## config.mk

```make
export PLATFORM = sky130hd
export DESIGN_NAME = usb_bd_engine
export DESIGN_NICKNAME = d
export VERILOG_FILES = /design/src/rtl/usb_bd_pkg.sv /design/src/rtl/usb_bd_regs.sv /design/src/rtl/usb_bd_decide.sv /design/src/rtl/usb_bd_engine.sv
export SDC_FILE = /design/constraint.sdc
export NUM_CORES = 1
export LEC_CHECK = 0
export ABC_AREA = 1
export BUFFER_PORTS_ARGS = -buffer_cell sky130_fd_sc_hd__buf_4
export CAP_MARGIN = 0
export CORE_MARGIN = 2
export CORE_UTILIZATION = 47
export DETAILED_ROUTE_END_ITERATION = 10
export PLACE_DENSITY = 0.79
export SYNTH_ARGS = -nofsm -noshare
export SYNTH_HDL_FRONTEND = slang
export SYNTH_SLANG_ARGS = --single-unit
export TNS_END_PERCENT = 100
```

## constraint.sdc

```tcl
create_clock -name clk -period 2 [get_ports clk]
set_clock_uncertainty 0.15 [all_clocks]
set_input_delay 0.1 -clock clk [delete_from_list [all_inputs] [get_ports clk]]
set_output_delay 0.1 -clock clk [all_outputs]
set_load 0.01 [all_outputs]
```

## src/rtl/usb_bd_pkg.sv

```systemverilog
package usb_bd_pkg;

    localparam int CNT_W  = 10;
    localparam int LO_W   = 8;
    localparam int HI_W   = CNT_W - LO_W;
    localparam int STAT_W = 8;

    typedef enum logic [1:0] {
        TK_OUT   = 2'd0,
        TK_IN    = 2'd1,
        TK_SETUP = 2'd2,
        TK_RSVD  = 2'd3
    } tok_kind_e;

    typedef enum logic [2:0] {
        HS_NONE   = 3'd0,
        HS_ACK    = 3'd1,
        HS_NAK    = 3'd2,
        HS_STALL  = 3'd3,
        HS_IGNORE = 3'd4
    } hs_e;

    typedef struct packed {
        logic own;
        logic tgl;
        logic chk;
        logic stall;
    } bd_flags_t;

    function automatic logic [STAT_W-1:0] stat_pack(bd_flags_t f, logic [HI_W-1:0] hi);
        return {f.own, f.tgl, 2'b00, f.chk, f.stall, hi};
    endfunction

    function automatic bd_flags_t stat_unpack(logic [STAT_W-1:0] b);
        bd_flags_t f;
        f.own   = b[7];
        f.tgl   = b[6];
        f.chk   = b[3];
        f.stall = b[2];
        return f;
    endfunction

endpackage

```

## src/rtl/usb_bd_regs.sv

```systemverilog
module usb_bd_regs
    import usb_bd_pkg::*;
(
    input  logic                 clk,
    input  logic                 rst,
    input  logic                 cpu_stat_we,
    input  logic [STAT_W-1:0]    cpu_stat_wdata,
    input  logic                 cpu_cnt_we,
    input  logic [LO_W-1:0]      cpu_cnt_wdata,
    input  logic                 eng_upd,
    input  logic                 eng_tgl,
    input  logic [CNT_W-1:0]     eng_cnt,
    output bd_flags_t            flags,
    output logic [CNT_W-1:0]     cnt
);

    always_ff @(posedge clk) begin
        if (rst) begin
            flags <= '0;
            cnt   <= '0;
        end else if (eng_upd) begin
            flags.own <= 1'b0;
            flags.tgl <= eng_tgl;
            cnt       <= eng_cnt;
        end else if (!flags.own) begin
            if (cpu_stat_we) begin
                flags              <= stat_unpack(cpu_stat_wdata);
                cnt[CNT_W-1:LO_W]  <= cpu_stat_wdata[HI_W-1:0];
            end
            if (cpu_cnt_we)
                cnt[LO_W-1:0] <= cpu_cnt_wdata;
        end
    end

    // engine-owned descriptor only changes through an engine update
    a_r4_cpu_locked: assert property (@(posedge clk) disable iff (rst)
        (flags.own && !eng_upd) |=> (flags == $past(flags) && cnt == $past(cnt)));

    // engine update always hands ownership back
    a_r13_upd_release: assert property (@(posedge clk) disable iff (rst)
        eng_upd |=> !flags.own);

endmodule

```

## src/rtl/usb_bd_decide.sv

```systemverilog
module usb_bd_decide
    import usb_bd_pkg::*;
(
    input  bd_flags_t            flags,
    input  logic [CNT_W-1:0]     cnt,
    input  logic                 tok_valid,
    input  logic [1:0]           tok_kind,
    input  logic                 tok_odd,
    input  logic [CNT_W-1:0]     tok_rx_len,
    output hs_e                  hs,
    output logic                 accept,
    output logic                 nxt_tgl,
    output logic [CNT_W-1:0]     nxt_cnt,
    output logic [CNT_W-1:0]     xfer_len
);

    tok_kind_e kind;
    assign kind = tok_kind_e'(tok_kind);

    always_comb begin
        hs       = HS_NONE;
        accept   = 1'b0;
        nxt_tgl  = flags.tgl;
        nxt_cnt  = cnt;
        xfer_len = '0;
        if (tok_valid) begin
            if (!flags.own) begin
                hs = HS_NAK;
            end else if (flags.stall) begin
                hs = HS_STALL;
            end else begin
                unique case (kind)
                    TK_SETUP: begin
                        accept   = 1'b1;
                        nxt_tgl  = 1'b1;
                        nxt_cnt  = tok_rx_len;
                        xfer_len = tok_rx_len;
                    end
                    TK_OUT: begin
                        if (flags.chk && (tok_odd != flags.tgl)) begin
                            hs = HS_IGNORE;
                        end else begin
                            accept   = 1'b1;
                            nxt_tgl  = ~flags.tgl;
                            nxt_cnt  = tok_rx_len;
                            xfer_len = tok_rx_len;
                        end
                    end
                    TK_IN: begin
                        accept   = 1'b1;
                        nxt_tgl  = ~flags.tgl;
                        xfer_len = cnt;
                    end
                    default: hs = HS_IGNORE;
                endcase
                if (accept)
                    hs = HS_ACK;
            end
        end
    end

    // a stalled descriptor never accepts
    always_comb begin
        if (tok_valid && flags.own && flags.stall)
            a_r7_stall_blocks: assert (!accept);
    end

endmodule

```

## src/rtl/usb_bd_engine.sv

```systemverilog
module usb_bd_engine
    import usb_bd_pkg::*;
(
    input  logic                 clk,
    input  logic                 rst,
    input  logic                 cpu_stat_we,
    input  logic [STAT_W-1:0]    cpu_stat_wdata,
    input  logic                 cpu_cnt_we,
    input  logic [LO_W-1:0]      cpu_cnt_wdata,
    output logic [STAT_W-1:0]    stat_rd,
    output logic [LO_W-1:0]      cnt_lo_rd,
    input  logic                 tok_valid,
    input  logic [1:0]           tok_kind,
    input  logic                 tok_odd,
    input  logic [CNT_W-1:0]     tok_rx_len,
    output logic                 res_valid,
    output logic [2:0]           res_code,
    output logic [CNT_W-1:0]     res_len,
    output logic                 xfer_done
);

    bd_flags_t          flags;
    logic [CNT_W-1:0]   cnt;
    hs_e                hs;
    logic               accept;
    logic               nxt_tgl;
    logic [CNT_W-1:0]   nxt_cnt;
    logic [CNT_W-1:0]   xfer_len;

    usb_bd_regs u_regs (
        .clk            (clk),
        .rst            (rst),
        .cpu_stat_we    (cpu_stat_we),
        .cpu_stat_wdata (cpu_stat_wdata),
        .cpu_cnt_we     (cpu_cnt_we),
        .cpu_cnt_wdata  (cpu_cnt_wdata),
        .eng_upd        (accept),
        .eng_tgl        (nxt_tgl),
        .eng_cnt        (nxt_cnt),
        .flags          (flags),
        .cnt            (cnt)
    );

    usb_bd_decide u_decide (
        .flags      (flags),
        .cnt        (cnt),
        .tok_valid  (tok_valid),
        .tok_kind   (tok_kind),
        .tok_odd    (tok_odd),
        .tok_rx_len (tok_rx_len),
        .hs         (hs),
        .accept     (accept),
        .nxt_tgl    (nxt_tgl),
        .nxt_cnt    (nxt_cnt),
        .xfer_len   (xfer_len)
    );

    always_ff @(posedge clk) begin
        if (rst) begin
            res_valid <= 1'b0;
            res_code  <= HS_NONE;
            res_len   <= '0;
            xfer_done <= 1'b0;
        end else begin
            res_valid <= tok_valid;
            res_code  <= hs;
            res_len   <= xfer_len;
            xfer_done <= accept;
        end
    end

    assign stat_rd   = stat_pack(flags, cnt[CNT_W-1:LO_W]);
    assign cnt_lo_rd = cnt[LO_W-1:0];

    // unused status bits stay clear after any CPU write
    a_r2_rsv_zero: assert property (@(posedge clk) disable iff (rst)
        cpu_stat_we |=> stat_rd[5:4] == 2'b00);

    // core-owned descriptor answers NAK
    a_r6_nak_core: assert property (@(posedge clk) disable iff (rst)
        (tok_valid && !stat_rd[7]) |=> (res_code == HS_NAK && !xfer_done));

    // stall keeps ownership and count
    a_r7_stall_keep: assert property (@(posedge clk) disable iff (rst)
        (tok_valid && stat_rd[7] && stat_rd[2]) |=>
            (res_code == HS_STALL && stat_rd[7] && $stable(stat_rd) && $stable(cnt_lo_rd)));

    // completion pulse coincides with release and lasts one cycle
    a_r13_done_release: assert property (@(posedge clk) disable iff (rst)
        xfer_done |-> (!stat_rd[7] && res_code == HS_ACK));
    a_r13_done_single: assert property (@(posedge clk) disable iff (rst)
        xfer_done |=> !xfer_done);

    // a result is reported exactly when a token was presented
    a_r5_res_follows_tok: assert property (@(posedge clk) disable iff (rst)
        tok_valid |=> (res_valid && res_code != HS_NONE));

endmodule

```

Word level (Yosys, flattened, before mapping)
Index checks and enable logic that the tools add are counted.
{"block": "word_totals", "mem_bits_ro": 0, "mem_count": 0, "output_inout_bits": 31, "ff_bits": 29, "latch_bits": 0, "ramBits": 0, "word_cells": 72, "input_bits": 34}
{"block": "op_classes", "magnitude_cmp": 0, "mul": 0, "muxes": 32, "reduce_logical": 14, "bitwise_logic": 4, "eq_ne": 10, "addsub": 0, "div_mod_pow": 0, "n_shift": 0}
{"op": "10-bit 2-to-1 mux", "n": 7}
{"op": "10-bit case mux with 3 select lines", "n": 1}
{"op": "7-bit AND reduction", "n": 3}
{"op": "10-bit case mux with 2 select lines", "n": 1}
{"op": "1-bit 2-to-1 mux", "n": 12}
{"op": "2-bit 2-to-1 mux", "n": 4}
{"op": "4-bit 2-to-1 mux", "n": 2}
{"op": "8-bit 2-to-1 mux", "n": 1}
{"op": "2-bit inequality test (second input constant)", "n": 3}
{"op": "3-bit case mux with 2 select lines", "n": 1}
{"op": "2-bit OR reduction", "n": 3}
{"op": "5-bit OR reduction", "n": 1}
{"op": "4-bit by 1-bit inequality test with 1-bit output (second input constant)", "n": 1}
{"op": "1-bit NOT", "n": 4}
{"op": "2-bit nonzero test", "n": 2}
{"op": "4-bit OR reduction", "n": 1}
{"op": "3-bit 2-to-1 mux", "n": 1}
{"op": "3-bit by 1-bit inequality test with 1-bit output (second input constant)", "n": 1}
{"op": "3-bit inequality test (second input constant)", "n": 1}
{"op": "1-bit case mux with 3 select lines", "n": 1}
{"op": "3-bit AND reduction", "n": 1}
{"op": "3-bit OR reduction", "n": 1}
{"op": "2-bit by 1-bit equality test with 1-bit output (second input constant)", "n": 1}
{"op": "2-bit equality test (second input constant)", "n": 1}
{"op": "5 further kinds", "n": 5}

Depth between registers and ports, before layout
{"block": "depth", "word_depth": 12, "ltp_mapped": 12, "depth_no_buf": 11}

By module
Synthesis repeated with hierarchy kept, for this count alone.
{"block": "hier_totals", "hier_cells": 282, "area_unflattened_um2": 1809.2}
{"module": "usb_bd_regs", "area_per_inst_um2": 715.7, "seq_area_each_um2": 280.3, "cells_each": 120, "n_inst": 1}
{"module": "usb_bd_decide", "area_per_inst_um2": 650.6, "seq_area_each_um2": 0.0, "cells_each": 113, "n_inst": 1}
{"module": "usb_bd_engine", "area_per_inst_um2": 442.9, "seq_area_each_um2": 300.3, "cells_each": 49, "n_inst": 1}

Worst setup path after synthesis
No wires, ideal clock.
{"block": "synth_path", "path_kind": "reg-to-reg", "start": "register u_regs.flags[3] (netlist name)", "end": "register u_regs.cnt[0]", "setup_ns": 0.113, "required_time_ns": 1.737, "stages_incl_launch_ff": 9, "period_less_slack_ns": 1.529, "n_path_buf": 1, "t_arrival_ns": 1.266, "slack_ns": 0.471, "cell_sequence": "dfxtp_1 inv_2 nor3_4 nand3_2 nand2_2 nand2_4 buf_6 nor2_1 nor2_1"}
{"block": "synth_via", "elab_chain_cells": 4, "word_cells_on_any_way": 11, "classes_between": "eq/ne: 6; mux: 3; reduce/logical: 2"}
{"item": "1-bit 2-to-1 mux", "line": "usb_bd_decide.sv:27", "rtl": "if (!flags.own) begin"}
{"item": "1-bit 2-to-1 mux", "line": "usb_bd_decide.sv:26", "rtl": "if (tok_valid) begin"}
{"item": "2-bit by 1-bit inequality test with 1-bit output (no line), or another cell as far along"}
{"item": "7-bit AND reduction (no line)"}
{"item": "end signal, assigned", "line": "usb_bd_regs.sv:24", "rtl": "cnt <= eng_cnt;"}
{"item": "end signal, assigned by index", "line": "usb_bd_regs.sv:28", "rtl": "cnt[CNT_W-1:LO_W] <= cpu_stat_wdata[HI_W-1:0];"}
{"item": "end signal, assigned by index", "line": "usb_bd_regs.sv:31", "rtl": "cnt[LO_W-1:0] <= cpu_cnt_wdata;"}
{"item": "end, declared", "line": "usb_bd_regs.sv:14", "rtl": "output logic [CNT_W-1:0] cnt"}
Several ways; a longest one is shown, not always the timed one.
A chain may end at the register's enable or synchronous reset.

Final worst setup path
{"block": "layout_path", "start": "input port tok_valid", "end": "register res_len[0]"}
{"block": "layout_via", "elab_chain_cells": 2}
{"item": "start, declared", "line": "usb_bd_engine.sv:12", "rtl": "input logic tok_valid,"}
{"item": "1-bit NOT (no line)"}
{"item": "4-bit OR reduction (no line)"}
{"item": "end signal, assigned", "line": "usb_bd_engine.sv:67", "rtl": "res_len <= xfer_len;"}
{"item": "end, declared", "line": "usb_bd_engine.sv:18", "rtl": "output logic [CNT_W-1:0] res_len,"}
No other way between the ends.

==> flow_summary_export.csv <==
group,metric,value,unit
critical_path,end_kind,"register",
timing,fmax,569,MHz
clocking,htree_num_levels,2,
route,drt_iter0_markers,76,
route,ant_nets,0,
route,wl_met1,1.78,mm
critical_path,crit_type,"primary input to register",
timing,rsz0062_at_grt,"false",
yosys,yosysMostFrequentCell,"nand2_1",
run_status,status,"finished, final reports clean",
yosys,synth_cells,227,
floorplan,dieArea,3650,sq um
job,maxCapViolCount,0,
global_routing,overflow,0,
route,drc,0,
layout,stdcell_count,364,
route,drtPass1Iterations,5,
route,avgViaCountPerCell,4.89,
clocking,cts_buffers,5,
route,routed-via-count,1780,
route,routed-wl-met2,2.15,mm
pwr,peakVddDrop,0.376,mV
placed_design,portBuffers,60,
floorplan,start_util,49.4,%
timing,finalHoldViolCount,0,
yosys,yosys.area.top_type,"dfxtp_1",
route,dr_wl_met3,409,um
critical_path,worstPathRequired,2.14,ns
yosys,netlist_top_cells_count,"nand2_1 (65), inv_1 (36), nor2_1 (31)",
pwr,power,1.36,mW
yosys,synth.avg_cell_area,6.59,sq um
pwr,leakagePower,1.28,nW
yosys,synthFlopType,"dfxtp_1",
layout,diodes,0,
critical_path,worstPathCellList,"dlygate4sd3_1 > buf_4 > inv_1 > nor2_1 > inv_1 > nor2_1 > inv_1 > nor3_2 > buf_4 > nand2_1 > inv_1",
clocking,cts_resized,0,
clocking,cts_root_buf,"clkbuf_4",
yosys,yosysWarnings,0,
timing,slew_violations,0,
route,wl_per_cell,12.2,um
clocking,cts_tree,"yes",
layout,syn_to_final_growth,55.3,%
layout,finalNetCount,358,
floorplan,coreArea,3030,sq um
global_routing,grt_max_degree,17,
global_routing,grt_pass1_wl,6.93,mm
floorplan,io_pins,65,
timing,finalCritPeriodShare,87.9,%
global_routing,grt_use_total,25.8,%
clocking,worstSkewPairLatency,0.35,ns
global_routing,antenna_found_initial,0,
yosys,synth-async-reset-ratio,0,%
route,finalWirelength,4.45,mm
yosys,synth_edf_count,0,
floorplan,die_h,60.4,um
layout,final_util,76.7,%
critical_path,crit_path_frequent_cell,"inv_1",
timing,report.final.setup_viol,0,
yosys,synthTopCellsByArea,"dfxtp_1 (39%), nand2_1 (16%), inv_1 (9.0%), o21ai_0 (8.0%), nor2_1 (7.8%)",
yosys,synth_top_cell_area_share,38.8,%
yosys,ys_seq_elements,29,
critical_path,worst_ep_arrival_time,1.90,ns
layout,drive_gt1_share,25.3,%
placed_design,routabilityCongestion,0.764,
clocking,clockBufferDepth,2,
clocking,path_clk_slew,0.11,ns
pwr,powerDensity,588,nW/um^2
min_path,hold_class,"primary input to register",
timing,final.setup.tns,0,ns
yosys,ys_types,23,
yosys,ys_seq_area_share,38.8,%
clocking,numClockSinks,29,
critical_path,cpMaxStageDelayCell,"dlygate4sd3_1",
layout,nFillCells,232,
yosys,mappedNetlistArea,1500,sq um
global_routing,grt_pass1_vias,1562,
placed_design,hpwl,2.74,mm
critical_path,max_stage_delay,0.55,ns
floorplan,num_rows,20,
floorplan,die_x,60.4,um
timing,period_needed,1.76,ns
placed_design,placedCellCount,329,
route,top_layer_used,"met4",
placed_design,dp_slack,0.306,ns
critical_path,crit_path_max_fanout,6,
critical_path,worst_setup_path_start_kind,"primary input",
timing,worst_slack,0.243,ns
-- final timing paths --
kind | cells after the start | slack (ns) | endpoint | start
setup / recovery | 11 | 0.24 | res_len[0] | tok_valid
hold / removal | 5 | 0.1 | res_len[5] | tok_kind[1]
setup reg to reg | 8 | 0.25 | u_regs.cnt[8] | u_regs.flags[3]
hold reg to reg | 4 | 0.40 | u_regs.cnt[9] | u_regs.cnt[9]
-- worst max-delay path, delay by kind of cell --
family,cells,cell delay (ns)
buffers and inverters,7,1.15
and+or+nand+nor,4,0.63
-- through the flow --
stage / hold WS (ns) / instance area, sq um
after floorplan: 0.0224 / 1500
after global placement: 0.141 / 2000
after detailed placement: 0.139 / 2000
after CTS: 0.0913 / 2320
after global routing: 0.115 / 2320
final: 0.0969 / 2320
-- what timing repair did --
item,CTS,global route
setup buffers,0,0
hold endpoints to repair,27,0
hold buffers,27,0
-- where the power goes --
group	internal (mW)	total, mW	switching (mW)	leakage (nW)
sequential	0.612	0.634	0.0218	0.238
combinational	0.178	0.372	0.194	1.01
clock	0.132	0.359	0.227	0.0310
-- flip-flops by register name, indices dropped and copies added, names as in the netlist --
| signal | cells |
|---|---|
| u_regs.cnt | 10 |
| res_code | 3 |
| res_len | 10 |
| res_valid | 1 |
| u_regs.flags | 4 |
| xfer_done | 1 |
-- cell type report --
| class | count | area (sq um) | share of cell area (%) |
|---|---|---|---|
| inverter | 37 | 139 | 5.98 |
| clock inverter | 3 | 17.5 | 0.754 |
| multi-input combinational | 153 | 727 | 31.3 |
| tap | 44 | 55.1 | 2.37 |
| clock buffer | 5 | 37.5 | 1.62 |
| timing repair buffer | 93 | 766 | 33.0 |
| sequential | 29 | 581 | 25.0 |
-- kinds of logic after synthesis --
kind of cell             synth area share, %
flip-flops                              38.8
adder cells (fa/ha/maj)                 4.18
AO/OA/AOI/OAI                           9.79
buffers and inverters                   12.8
AND/OR/NAND/NOR                         34.1
other                                  0.251
-- layout by cell type (no fill, tap or decap), drive strengths merged --
cell type / count
nand2: 68
dfxtp: 29
nor4: 1
conb: 2
buf: 66
clkinvlp: 1
clkinv: 2
dlygate4sd3: 27
nand4: 11
nor2: 31
o21ai: 24
clkbuf: 5
nand3: 3
ha: 5
a21oi: 4
o22ai: 1
nor3: 3
inv: 37
-- per-layer routing --
layer	track usage, %	vias up
met3	4.69	11
li1	-	883
met1	33.1	785
met5	0	-
met2	42.9	101
met4	10.5	0
No activity file was read; power rests on OpenSTA's default activity.
